File: src/rtl/baud_tick_pkg.sv
package baud_tick_pkg;

   typedef enum logic [1:0] {
      MODE_ASYNC_LO = 2'd0,
      MODE_ASYNC_HI = 2'd1,
      MODE_SYNC     = 2'd2
   } bmode_e;

   // the speed select only matters when the link is asynchronous
   function automatic bmode_e decode_mode(input logic sync_sel, input logic fast_sel);
      if (sync_sel)      return MODE_SYNC;
      else if (fast_sel) return MODE_ASYNC_HI;
      else               return MODE_ASYNC_LO;
   endfunction

endpackage

File: src/rtl/baud_prediv.sv
module baud_prediv #(
   parameter int DIV = 4
) (
   input  logic clk_i,
   input  logic rst_i,
   input  logic clr_i,
   input  logic en_i,
   input  logic bypass_i,
   output logic step_o
);

   if (DIV < 1) begin : g_bad_div
      $error("baud_prediv: DIV must be at least 1");
   end

   if (DIV == 1) begin : g_none
      assign step_o = en_i;
   end else begin : g_cnt
      localparam int W = $clog2(DIV);
      localparam logic [W-1:0] LAST = W'(DIV - 1);
      logic [W-1:0] ph_q;

      always_ff @(posedge clk_i) begin
         if (rst_i || clr_i)  ph_q <= '0;
         else if (en_i)       ph_q <= (ph_q == LAST) ? '0 : ph_q + 1'b1;
      end

      assign step_o = en_i & (bypass_i | (ph_q == LAST));
   end

endmodule

File: src/rtl/baud_period_cnt.sv
module baud_period_cnt #(
   parameter int W = 8
) (
   input  logic         clk_i,
   input  logic         rst_i,
   input  logic         clr_i,
   input  logic [W-1:0] load_i,
   input  logic [W-1:0] reload_i,
   input  logic         step_i,
   output logic         wrap_o
);

   if (W < 1) begin : g_bad_w
      $error("baud_period_cnt: W must be at least 1");
   end

   logic [W-1:0] cnt_q;

   always_ff @(posedge clk_i) begin
      if (rst_i)       cnt_q <= '0;
      else if (clr_i)  cnt_q <= load_i;
      else if (step_i) cnt_q <= (cnt_q == '0) ? reload_i : cnt_q - 1'b1;
   end

   assign wrap_o = step_i & (cnt_q == '0);

endmodule

File: src/rtl/baud_postdiv.sv
module baud_postdiv #(
   parameter int WIDE_RATIO   = 16,
   parameter int NARROW_RATIO = 4
) (
   input  logic clk_i,
   input  logic rst_i,
   input  logic clr_i,
   input  logic step_i,
   input  logic narrow_i,
   output logic tick_o
);

   localparam int W = (WIDE_RATIO > 1) ? $clog2(WIDE_RATIO) : 1;
   localparam logic [W-1:0] WIDE_LAST   = W'(WIDE_RATIO - 1);
   localparam logic [W-1:0] NARROW_LAST = W'(NARROW_RATIO - 1);

   if ((WIDE_RATIO & (WIDE_RATIO - 1)) != 0 || WIDE_RATIO < 2) begin : g_bad_wide
      $error("baud_postdiv: WIDE_RATIO must be a power of two, at least 2");
   end
   if (NARROW_RATIO < 2 || NARROW_RATIO > WIDE_RATIO) begin : g_bad_narrow
      $error("baud_postdiv: NARROW_RATIO must lie in 2..WIDE_RATIO");
   end

   logic [W-1:0] div_q;
   logic [W-1:0] last;

   assign last = narrow_i ? NARROW_LAST : WIDE_LAST;

   always_ff @(posedge clk_i) begin
      if (rst_i || clr_i) div_q <= '0;
      else if (step_i)    div_q <= (div_q == last) ? '0 : div_q + 1'b1;
   end

   assign tick_o = step_i & (div_q == last);

endmodule

File: src/rtl/baud_tick_gen.sv
module baud_tick_gen
   import baud_tick_pkg::*;
#(
   parameter int PERIOD_W    = 8,
   parameter int SLOW_PREDIV = 4,
   parameter int OS_RATIO    = 16,
   parameter int SYNC_RATIO  = 4
) (
   input  logic                clk_i,
   input  logic                rst_i,
   input  logic                en_i,
   input  logic                period_wr_i,
   input  logic [PERIOD_W-1:0] period_data_i,
   input  logic                sync_mode_i,
   input  logic                high_speed_i,
   output logic                baud_tick_o,
   output logic                os_tick_o
);

   if (PERIOD_W < 1 || PERIOD_W > 16) begin : g_bad_period_w
      $error("baud_tick_gen: PERIOD_W out of range");
   end

   bmode_e              mode_q;
   bmode_e              mode_next;
   logic                restart;
   logic [PERIOD_W-1:0] period_q;
   logic [PERIOD_W-1:0] load_val;
   logic                pre_step;
   logic                cnt_wrap;

   assign mode_next = decode_mode(sync_mode_i, high_speed_i);
   assign restart   = period_wr_i | (mode_next != mode_q);
   assign load_val  = period_wr_i ? period_data_i : period_q;

   always_ff @(posedge clk_i) begin
      if (rst_i) begin
         mode_q   <= MODE_ASYNC_LO;
         period_q <= '0;
      end else begin
         mode_q <= mode_next;
         if (period_wr_i) period_q <= period_data_i;
      end
   end

   baud_prediv #(.DIV(SLOW_PREDIV)) u_prediv (
      .clk_i    (clk_i),
      .rst_i    (rst_i),
      .clr_i    (restart),
      .en_i     (en_i),
      .bypass_i (mode_q != MODE_ASYNC_LO),
      .step_o   (pre_step)
   );

   baud_period_cnt #(.W(PERIOD_W)) u_cnt (
      .clk_i    (clk_i),
      .rst_i    (rst_i),
      .clr_i    (restart),
      .load_i   (load_val),
      .reload_i (period_q),
      .step_i   (pre_step),
      .wrap_o   (cnt_wrap)
   );

   baud_postdiv #(.WIDE_RATIO(OS_RATIO), .NARROW_RATIO(SYNC_RATIO)) u_post (
      .clk_i    (clk_i),
      .rst_i    (rst_i),
      .clr_i    (restart),
      .step_i   (cnt_wrap),
      .narrow_i (mode_q == MODE_SYNC),
      .tick_o   (baud_tick_o)
   );

   assign os_tick_o = cnt_wrap & (mode_q != MODE_SYNC);

endmodule

File: config.mk
export PLATFORM = sky130hd
export DESIGN_NAME = baud_tick_gen
export DESIGN_NICKNAME = d
export VERILOG_FILES = /design/src/rtl/baud_tick_pkg.sv /design/src/rtl/baud_prediv.sv /design/src/rtl/baud_period_cnt.sv /design/src/rtl/baud_postdiv.sv /design/src/rtl/baud_tick_gen.sv
export SDC_FILE = /design/constraint.sdc
export NUM_CORES = 1
export LEC_CHECK = 0
export BUFFER_PORTS_ARGS = -buffer_cell sky130_fd_sc_hd__buf_2
export CAP_MARGIN = 20
export CORE_ASPECT_RATIO = 0.9
export CORE_MARGIN = 2
export CORE_UTILIZATION = 35
export DETAILED_ROUTE_END_ITERATION = 10
export SLEW_MARGIN = 0
export SYNTH_ARGS = -nofsm -noshare
export SYNTH_HDL_FRONTEND = slang
export SYNTH_HIERARCHICAL = 1
export SYNTH_SLANG_ARGS = --single-unit
export TNS_END_PERCENT = 50
File: constraint.sdc
create_clock -name clk_i -period 4.05 [get_ports clk_i]
set_input_delay 0.405 -clock clk_i [delete_from_list [all_inputs] [get_ports clk_i]]
set_output_delay 0.405 -clock clk_i [all_outputs]
set_load 0.02 [all_outputs]
Yosys cells after proc, flatten, opt, wreduce, memory -nomap -nowiden
Cells that the tools add are included.

Flip-flop bits (word level): 24. Input port bits: 14. Output and inout port bits: 2. Logic and storage cells: 32.

$add $sub $neg: 3. Eq/ne operators: 5. Multiplexer cells: 9. Bitwise gates (word level): 6. Reductions and logical operators: 4.

Operators with widths (count): $mux 8 (4); $logic_not 8->1 (1); $mux 4 (2); $sub 8x1->8 const B (1); $add 4x1->4 const B (1); $and 1x1->1 (4); $eq 2x2->1 const B (2); $eq 4x4->1 (1); $mux 2 (2); $reduce_bool 2->1 (2); $add 2x1->2 const B (1); $ne 2x2->1 (1); $ne 2x2->1 const B (1); $or 1x1->1 (2); $logic_or 1x1->1 (1); $mux 1 (1).

Longest topological paths before layout
Gate-level depths: netlist (run 1).

Depth after elaboration: 5. Depth in mapped cells: 8.

By module
The synthesis (run 1) kept the hierarchy.

By module, submodules not included: baud_period_cnt (times used 1, cells an instance 74, area each 589.3 µm², seq. area each 160.2 µm²); baud_tick_gen (times used 1, cells an instance 36, area each 412.9 µm², seq. area each 200.2 µm²); baud_postdiv (times used 1, cells an instance 20, area each 203.9 µm², seq. area each 80.1 µm²); baud_prediv (times used 1, cells an instance 9, area each 102.6 µm², seq. area each 40.0 µm²).

Worst setup path before layout (run 1)
No wires, ideal clock.

Path kind: input to register. From: in high_speed_i. To: reg u_cnt.cnt_q[5]. Library setup time: 0.088 ns. Arrival time: 2.174 ns. Setup slack: 1.787 ns. Stages on the path: 6. Path through: or4_1 > a31o_1 > clkbuf_1 > or3_1 > clkbuf_1 > o32ai_2.

Cells in the longest elaborated chain, start to end: 5.

Ends and longest elaborated chain: from (decl) (RTL line baud_tick_gen.sv:15) `input logic high_speed_i,`; $mux 1 (*) (RTL line baud_tick_pkg.sv:12) `else if (fast_sel) return MODE_ASYNC_HI;`; $mux 2 (*) (RTL line baud_tick_pkg.sv:11) `if (sync_sel) return MODE_SYNC;`; $ne 2x2->1 (*) (RTL line baud_tick_gen.sv:33) `assign restart = period_wr_i | (mode_next != mode_q);`; $or 1x1->1 (*) (RTL line baud_tick_gen.sv:33); via restart (RTL line baud_tick_gen.sv:26) `logic restart;`; $mux 8 / $reduce_bool 2->1 (equally long branches); to (signal assigned) (RTL line baud_period_cnt.sv:21) `else if (clr_i) cnt_q <= load_i;`; to (signal assigned) (RTL line baud_period_cnt.sv:22) `else if (step_i) cnt_q <= (cnt_q == '0) ? reload_i : cnt_q - 1'b1;`; to (decl) (RTL line baud_period_cnt.sv:17) `logic [W-1:0] cnt_q;`.

The timed path passes the listed nets; every way through them passes the cells marked *. A chain may end at the register's enable or synchronous reset.

Worst setup path in the final report (run 1)
From: reg u_cnt.cnt_q[2]. To: out baud_tick_o.

Cells in the longest elaborated chain, start to end: 3.

Ends and longest elaborated chain: $logic_not 8->1 (RTL line baud_period_cnt.sv:25) `assign wrap_o = step_i & (cnt_q == '0);`; $and 1x1->1 (RTL line baud_period_cnt.sv:25); via cnt_wrap (RTL line baud_tick_gen.sv:30) `logic cnt_wrap;`; $and 1x1->1 (RTL line baud_postdiv.sv:34) `assign tick_o = step_i & (div_q == last);`; to (decl) (RTL line baud_tick_gen.sv:16) `output logic baud_tick_o,`.

The timed path passes the listed nets, and every way through them passes these cells.

==> results_dict.tcl, run 1 <==
set metrics [dict create \
    status "complete, no violations" \
    tritoncts "built" \
    netSwitchingFraction_pct 27.3 \
    nets 171 \
    reg2reg_from "u_cnt/cnt_q[2]$_SDFFE_PP0P_" \
    power_frac_comb_pct 21.0 \
    rsz0062_at_grt "no" \
    leakagePower_nw 0.558 \
    wire_per_inst_um 13.8 \
    drt_first_iter_violations 48 \
    cts_sinks 24 \
    fmax_ghz 0.347 \
    yosysSeqAreaShare_pct 36.7 \
    grt.total_usage_pct 13.8 \
    power.internal_mw 0.364 \
    mostFrequentLayoutCell "dfxtp_1" \
    die_w_um 68.5 \
    n_antenna_cell 0 \
    cap_viol_max_count 0 \
    dpl.hpwl_mm 1.92 \
    grt_max_degree 26 \
    finalHoldViolations 0 \
    cp_data_required_time_ns 3.64 \
    min_to "mode_q[0]$_SDFF_PP0_" \
    grt_pass1_vias 1047 \
    synth-seq-cells 24 \
    cts_buffers 3 \
    clkPwrFrac_pct 27.4 \
    synth_area_leader_cell "dfxtp_1" \
    firstDrtPassIters 4 \
    worstReg2RegEnd "u_post/div_q[2]$_SDFFE_PP0P_" \
    seq_area_um2 480 \
    hp-class "in -> reg" \
    p_switching_mw 0.137 \
    hp-start "sync_mode_i" \
    synth_top_area_share_pct 36.7 \
    whs_path_depth 2 \
    worst_slew_pin_slew_ns 0.832 \
    cts.path.max_buffers 2 \
    syn-mean-instance-area_um2 9.42 \
    powerDensity_nw_per_um2 344 \
    criticalPathCategory "reg -> out" \
    insertion_delay_ns 0.26 \
    finalSetupTns_ns 0 \
    start_kind "flop" \
    final.setup_skew_ns 0.000579 \
    die_area_um2 4240 \
    holdWs_ns 0.356 \
    layout.cells.most_common_list "dfxtp_1, buf_2, nor2b_1, a21oi_1" \
    num_vias 1053 \
    synth.distinct_cells 39 \
    ant_nets 0 \
    setup_violations 0 \
    cts_hold_buf 0 \
    syn_inst 139 \
    place_congestion 0.745 \
    route.detailed.drc 0 \
    via_per_inst 5.35 \
    netlist_area_um2 1310 \
    cts_resized 0 \
    die-height_um 62.0 \
    row_count 21 \
    multi_input_area_um2 786 \
    finalCriticalPeriod_ns 2.88 \
    clk_pin_slew_worst_paths_ns 0.08 \
    synth_nets 157 \
    seq_power_share_pct 51.6 \
    max-slew-margin-rel_pct 44.5 \
    fillers 366 \
    ir_drop_v 0.000254 \
    crit_arrival_ns 2.47 \
    r2r_cells 6 \
    port_buffers 15 \
    cts_htree_levels 1 \
    r2r_setup_slack_ns 1.66 \
    synth_warnings 6 \
    end_kind "primary output" \
    core-area_um2 3650 \
    area.growth.synth_to_final_pct 11.5 \
    drv_slew 0 \
    wirelength_mm 2.71 \
    cp_max_fo 7 \
    root_buffer "clkbuf_8" \
    grt.overflow.total 0 \
    synth_area_leaders "dfxtp_1, mux2_1, nor2b_1, mux2i_1, nor3b_1" \
    cts_setup_buffers 0 \
    grt_pass1_wl_mm 4.48 \
    finalCritPeriodShare_pct 71.1 \
    io_pins 16 \
    grt_antenna_before_repair 0 \
    drive_above_1_share_pct 17.9 \
    start_util_pct 35.8 \
]
[routing by layer]
| layer | track usage, % | share of wire [%] | up-vias |
|---|---|---|---|
| met3 | 5.59 | 5.1 | 4 |
| met5 | 0 | 0 | - |
| li1 | - | - | 539 |
| met4 | 1.14 | 0.81 | 0 |
| met1 | 16.3 | 47 | 486 |
| met2 | 24.6 | 47 | 24 |
[power by group through the flow]
stage	combinational, mW	sequential, mW	clock [mW]
floorplan	0.0821	0.261	0
global placement	0.102	0.264	0
detailed placement	0.105	0.264	0
CTS	0.105	0.258	0.142
global route	0.117	0.261	0.152
finish	0.105	0.259	0.137
[final cells by class]
cell class	instances	share of cell area, %
tap	46	3.95
inverter	5	1.29
sequential	24	32.9
timing repair buffer	15	5.15
multi-input combinational	104	53.9
clock buffer	3	2.83
[state kept, by name, indices dropped and copies added (netlist names)]
name,flops
mode_q,2
u_cnt/cnt_q,8
period_q,8
u_post/div_q,4
u_prediv/g_cnt.ph_q,2
[worst max-delay path by stage]
stage                                           start                     endpoint  slack, ns  cells past startpoint
final                     u_cnt/cnt_q[2]$_SDFFE_PP0P_                  baud_tick_o       1.17                      6
after CTS                 u_cnt/cnt_q[0]$_SDFFE_PP0P_                  baud_tick_o       1.17                      8
after detailed placement  u_cnt/cnt_q[0]$_SDFFE_PP0P_                  baud_tick_o       1.46                      8
after floorplan                          high_speed_i  u_cnt/cnt_q[5]$_SDFFE_PP0P_       1.79                      6
after global placement                    sync_mode_i  u_cnt/cnt_q[5]$_SDFFE_PP0P_       1.50                      5
after global routing      u_cnt/cnt_q[0]$_SDFFE_PP0P_                  baud_tick_o       1.02                      8
[synth_stat cells]
library cell	count
inv_1	5
xor2_1	3
a31oi_1	2
nand2b_1	1
nand3b_1	2
nor2_1	2
a21oi_2	1
nand2_2	2
mux2i_1	6
mux2_2	1
or3_1	1
nor3_1	8
mux2_1	8
or3b_1	2
or2_2	1
o21a_1	1
nor2b_1	12
a31o_1	1
or4_1	2
o31ai_1	2
nor4_1	3
or3_4	1
or4bb_1	1
and3_1	1
buf_1	1
clkbuf_1	4
a211o_1	1
buf_2	1
a211oi_2	2
nand4_1	1
xnor2_1	2
dfxtp_1	24
nand2_1	3
nor3b_1	8
o22ai_1	7
o32ai_2	1
a21oi_1	10
a22oi_1	1
ha_1	4
[critical path: stages, from the launching register on]
cell	delay [ns]
dfxtp_1	0.37
nor4_1	0.67
nand2_2	0.28
nor2_1	0.39
nand2_2	0.14
a21oi_2	0.18
buf_2	0.19
[cells by family (layout without fill, tap and decap cells)]
group                    Yosys count  after routing  synth area share [%]
XOR/XNOR                           5              5                  3.35
adder cells (fa/ha/maj)            4              4                  3.82
AND/OR/NAND/NOR                   51             51                  25.0
buffers and inverters             11             23                  3.25
flip-flops                        24             24                  36.7
multiplexers                      15             15                  12.3
AO/OA/AOI/OAI                     29             29                  15.6
[per-stage QoR]
| step | instance area, um^2 | util (%) | setup slack [ns] | total power, mW | instances |
|---|---|---|---|---|---|
| after detailed placement | 1420 | 38.8 | 1.46 | 0.368 | 194 |
| final | 1460 | 39.9 | 1.17 | 0.501 | 197 |
| after CTS | 1460 | 39.9 | 1.17 | 0.506 | 197 |
| after floorplan | 1310 | - | 1.79 | 0.343 | 139 |
| after global routing | 1460 | 39.9 | 1.02 | 0.529 | 197 |
| after global placement | 1420 | 38.8 | 1.50 | 0.366 | 194 |
(Power assumes the default switching activity.)
==> run 2, diff against run 1 <==
- ABC_AREA: unset -> 1
- clock period: 4.05 -> 2.4 ns (I/O delays scaled with it)
==> run 2 against run 1 <==
Synthesized area grew 13%. Sequential share of layout area shrank 3.4 points. Global-route usage shrank 0.47 points. Clock skew grew 0.0012 ns. Critical path depth grew 5. Largest cell class unchanged.
==> results_dict.tcl, run 2 <==
set metrics [dict create \
    status "complete, no violations" \
    whs_path_depth 3 \
    cp_max_fo 12 \
    drt_first_iter_violations 55 \
    finalSetupTns_ns 0 \
    reg2reg_from "u_cnt/cnt_q[0]$_SDFFE_PP0P_" \
    cts_sinks 24 \
    crit_buf_inv 5 \
    crit_slowest_cell "dfxtp_1" \
    cpPeakStageDelay_ns 0.34 \
    end_kind "primary output" \
    core-area_um2 4070 \
    netlist_area_um2 1480 \
    synth_area_leaders "dfxtp_1, nand2_1, nor2_1, a21oi_2, inv_1" \
    grt_antenna_before_repair 0 \
    finalCriticalPeriod_ns 2.08 \
    ant_nets 0 \
    die_w_um 72.4 \
    max-slew-margin-rel_pct 65.6 \
    drive_above_1_share_pct 28.8 \
    finalHoldViolations 0 \
    post-route-util_pct 40.0 \
    die-height_um 65.6 \
    insertion_delay_ns 0.26 \
    finalCritPeriodShare_pct 86.6 \
    num_vias 1262 \
    final.setup_skew_ns 0.00181 \
    start_kind "flop" \
    worst_slew_pin_slew_ns 0.516 \
    crit_family "simple AND/OR/NAND/NOR gates" \
    root_buffer "clkbuf_8" \
    synth_nets 229 \
    mostFrequentLayoutCell "nand2_1" \
    clk_pin_slew_worst_paths_ns 0.08 \
    fillers 446 \
    nets 246 \
    crit_chain "inv_1, ha_1, nand3_1, inv_2, nand2_4, nor2_2, nand2_1, inv_1, nand2_2, inv_1, buf_2" \
    async_flop_share_pct 0 \
    crit_arrival_ns 1.84 \
    worstReg2RegEnd "u_post/div_q[3]$_SDFFE_PP0P_" \
    r2r_setup_slack_ns 0.79 \
    wire_per_inst_um 10.6 \
    reg_top3 "period_q (8), u_cnt/cnt_q (8), u_post/div_q (4)" \
    yosysSeqAreaShare_pct 32.6 \
    row_count 22 \
    n_antenna_cell 0 \
    leakagePower_nw 0.732 \
    min_to "mode_q[0]$_SDFF_PP0_" \
    synth_area_leader_cell "dfxtp_1" \
    criticalPathCategory "reg -> out" \
    hp-class "in -> reg" \
    grt_pass1_vias 1154 \
    powerDensity_nw_per_um2 543 \
    yosys-top-cells-count "nand2_1, nor2_1, dfxtp_1" \
    hp-start "high_speed_i" \
    synth_most_common_cell "nand2_1" \
    synth_edf_count 0 \
    ir_drop_v 0.000174 \
    r2r_cells 11 \
    syn-mean-instance-area_um2 6.99 \
    cp_data_required_time_ns 2.16 \
    synth-seq-cells 24 \
    setup_violations 0 \
    fmax_ghz 0.481 \
    layout.cells.most_common_list "nand2_1, nor2_1, dfxtp_1, inv_1, buf_2" \
    cts_htree_levels 1 \
    crit_top_cell "inv_1" \
    cts_hold_buf 0 \
    route.detailed.drc 0 \
    tritoncts "built" \
    synth_ff_type "dfxtp_1" \
    die_area_um2 4750 \
    start_util_pct 36.2 \
    holdWs_ns 0.236 \
    cap_viol_max_count 0 \
    path_depth 11 \
    grt.overflow.total 0 \
    cts.path.max_buffers 2 \
    syn_inst 211 \
    synth_warnings 6 \
    via_per_inst 4.61 \
    grt.total_usage_pct 13.4 \
    cts_buffers 3 \
    wirelength_mm 2.89 \
    place_congestion 0.827 \
    drv_slew 0 \
    io_pins 16 \
    synth_top_area_share_pct 32.6 \
    synth.distinct_cells 26 \
    rsz0062_at_grt "no" \
    firstDrtPassIters 4 \
    dpl.hpwl_mm 2.12 \
    grt_pass1_wl_mm 5.00 \
    area.growth.synth_to_final_pct 10.4 \
    port_buffers 15 \
    grt_max_degree 21 \
]
## run 2: cells by family after synthesis
kind of cell	share of synthesized area, %
flops	32.6
fa+ha+maj	3.39
xor+xnor	0.594
compound gates	16.2
buf+inv	10.5
simple gates	36.7
## run 2: how the worst max path moves through the flow
stage / start / end
after floorplan: u_cnt/cnt_q[0]$_SDFFE_PP0P_ / baud_tick_o
after global placement: u_cnt/cnt_q[0]$_SDFFE_PP0P_ / baud_tick_o
after detailed placement: u_cnt/cnt_q[0]$_SDFFE_PP0P_ / baud_tick_o
after CTS: u_cnt/cnt_q[0]$_SDFFE_PP0P_ / baud_tick_o
after global routing: u_cnt/cnt_q[0]$_SDFFE_PP0P_ / baud_tick_o
final: u_cnt/cnt_q[0]$_SDFFE_PP0P_ / baud_tick_o
## run 2: what timing repair did
item	in CTS	in global routing
buffers inserted	0	0
resized for setup	0	1
setup endpoints to repair	0	1
hold endpoints to repair	0	0
## run 2: tightest hold or removal path, delay by kind of cell
family	cells	cell delay, ns
buffers and inverters	1	0.09
and+or+nand+nor	2	0.15
## run 2: cell type report
class | count | area, um^2 | share of cell area (%)
tap | 48 | 60.1 | 3.69
clock buffer | 3 | 41.3 | 2.53
inverter | 28 | 115 | 7.07
timing repair buffer | 17 | 90.1 | 5.53
multi-input combinational | 154 | 842 | 51.7
sequential | 24 | 480 | 29.5
## run 2: through the flow
stage                     instance area, um^2  total power [mW]  worst slack [ns]  instances
final                                    1630             0.885             0.323        274
after global routing                     1630             0.945             0.131        274
after CTS                                1630             0.900             0.182        274
after detailed placement                 1590             0.655             0.488        271
after global placement                   1590             0.655             0.573        271
after floorplan                          1480             0.618             0.656        211
## run 2: power breakdown
part	switching, mW	internal (mW)
combinational	0.132	0.0803
clock	0.126	0.112
sequential	0.0166	0.417
## run 2: layer usage
layer	up-vias	global-route usage, %	share of wire, %
li1	702	-	-
met1	543	17.1	54
met2	15	22.5	43
met3	2	1.84	2.5
met4	0	5.56	0.93
met5	-	0	0
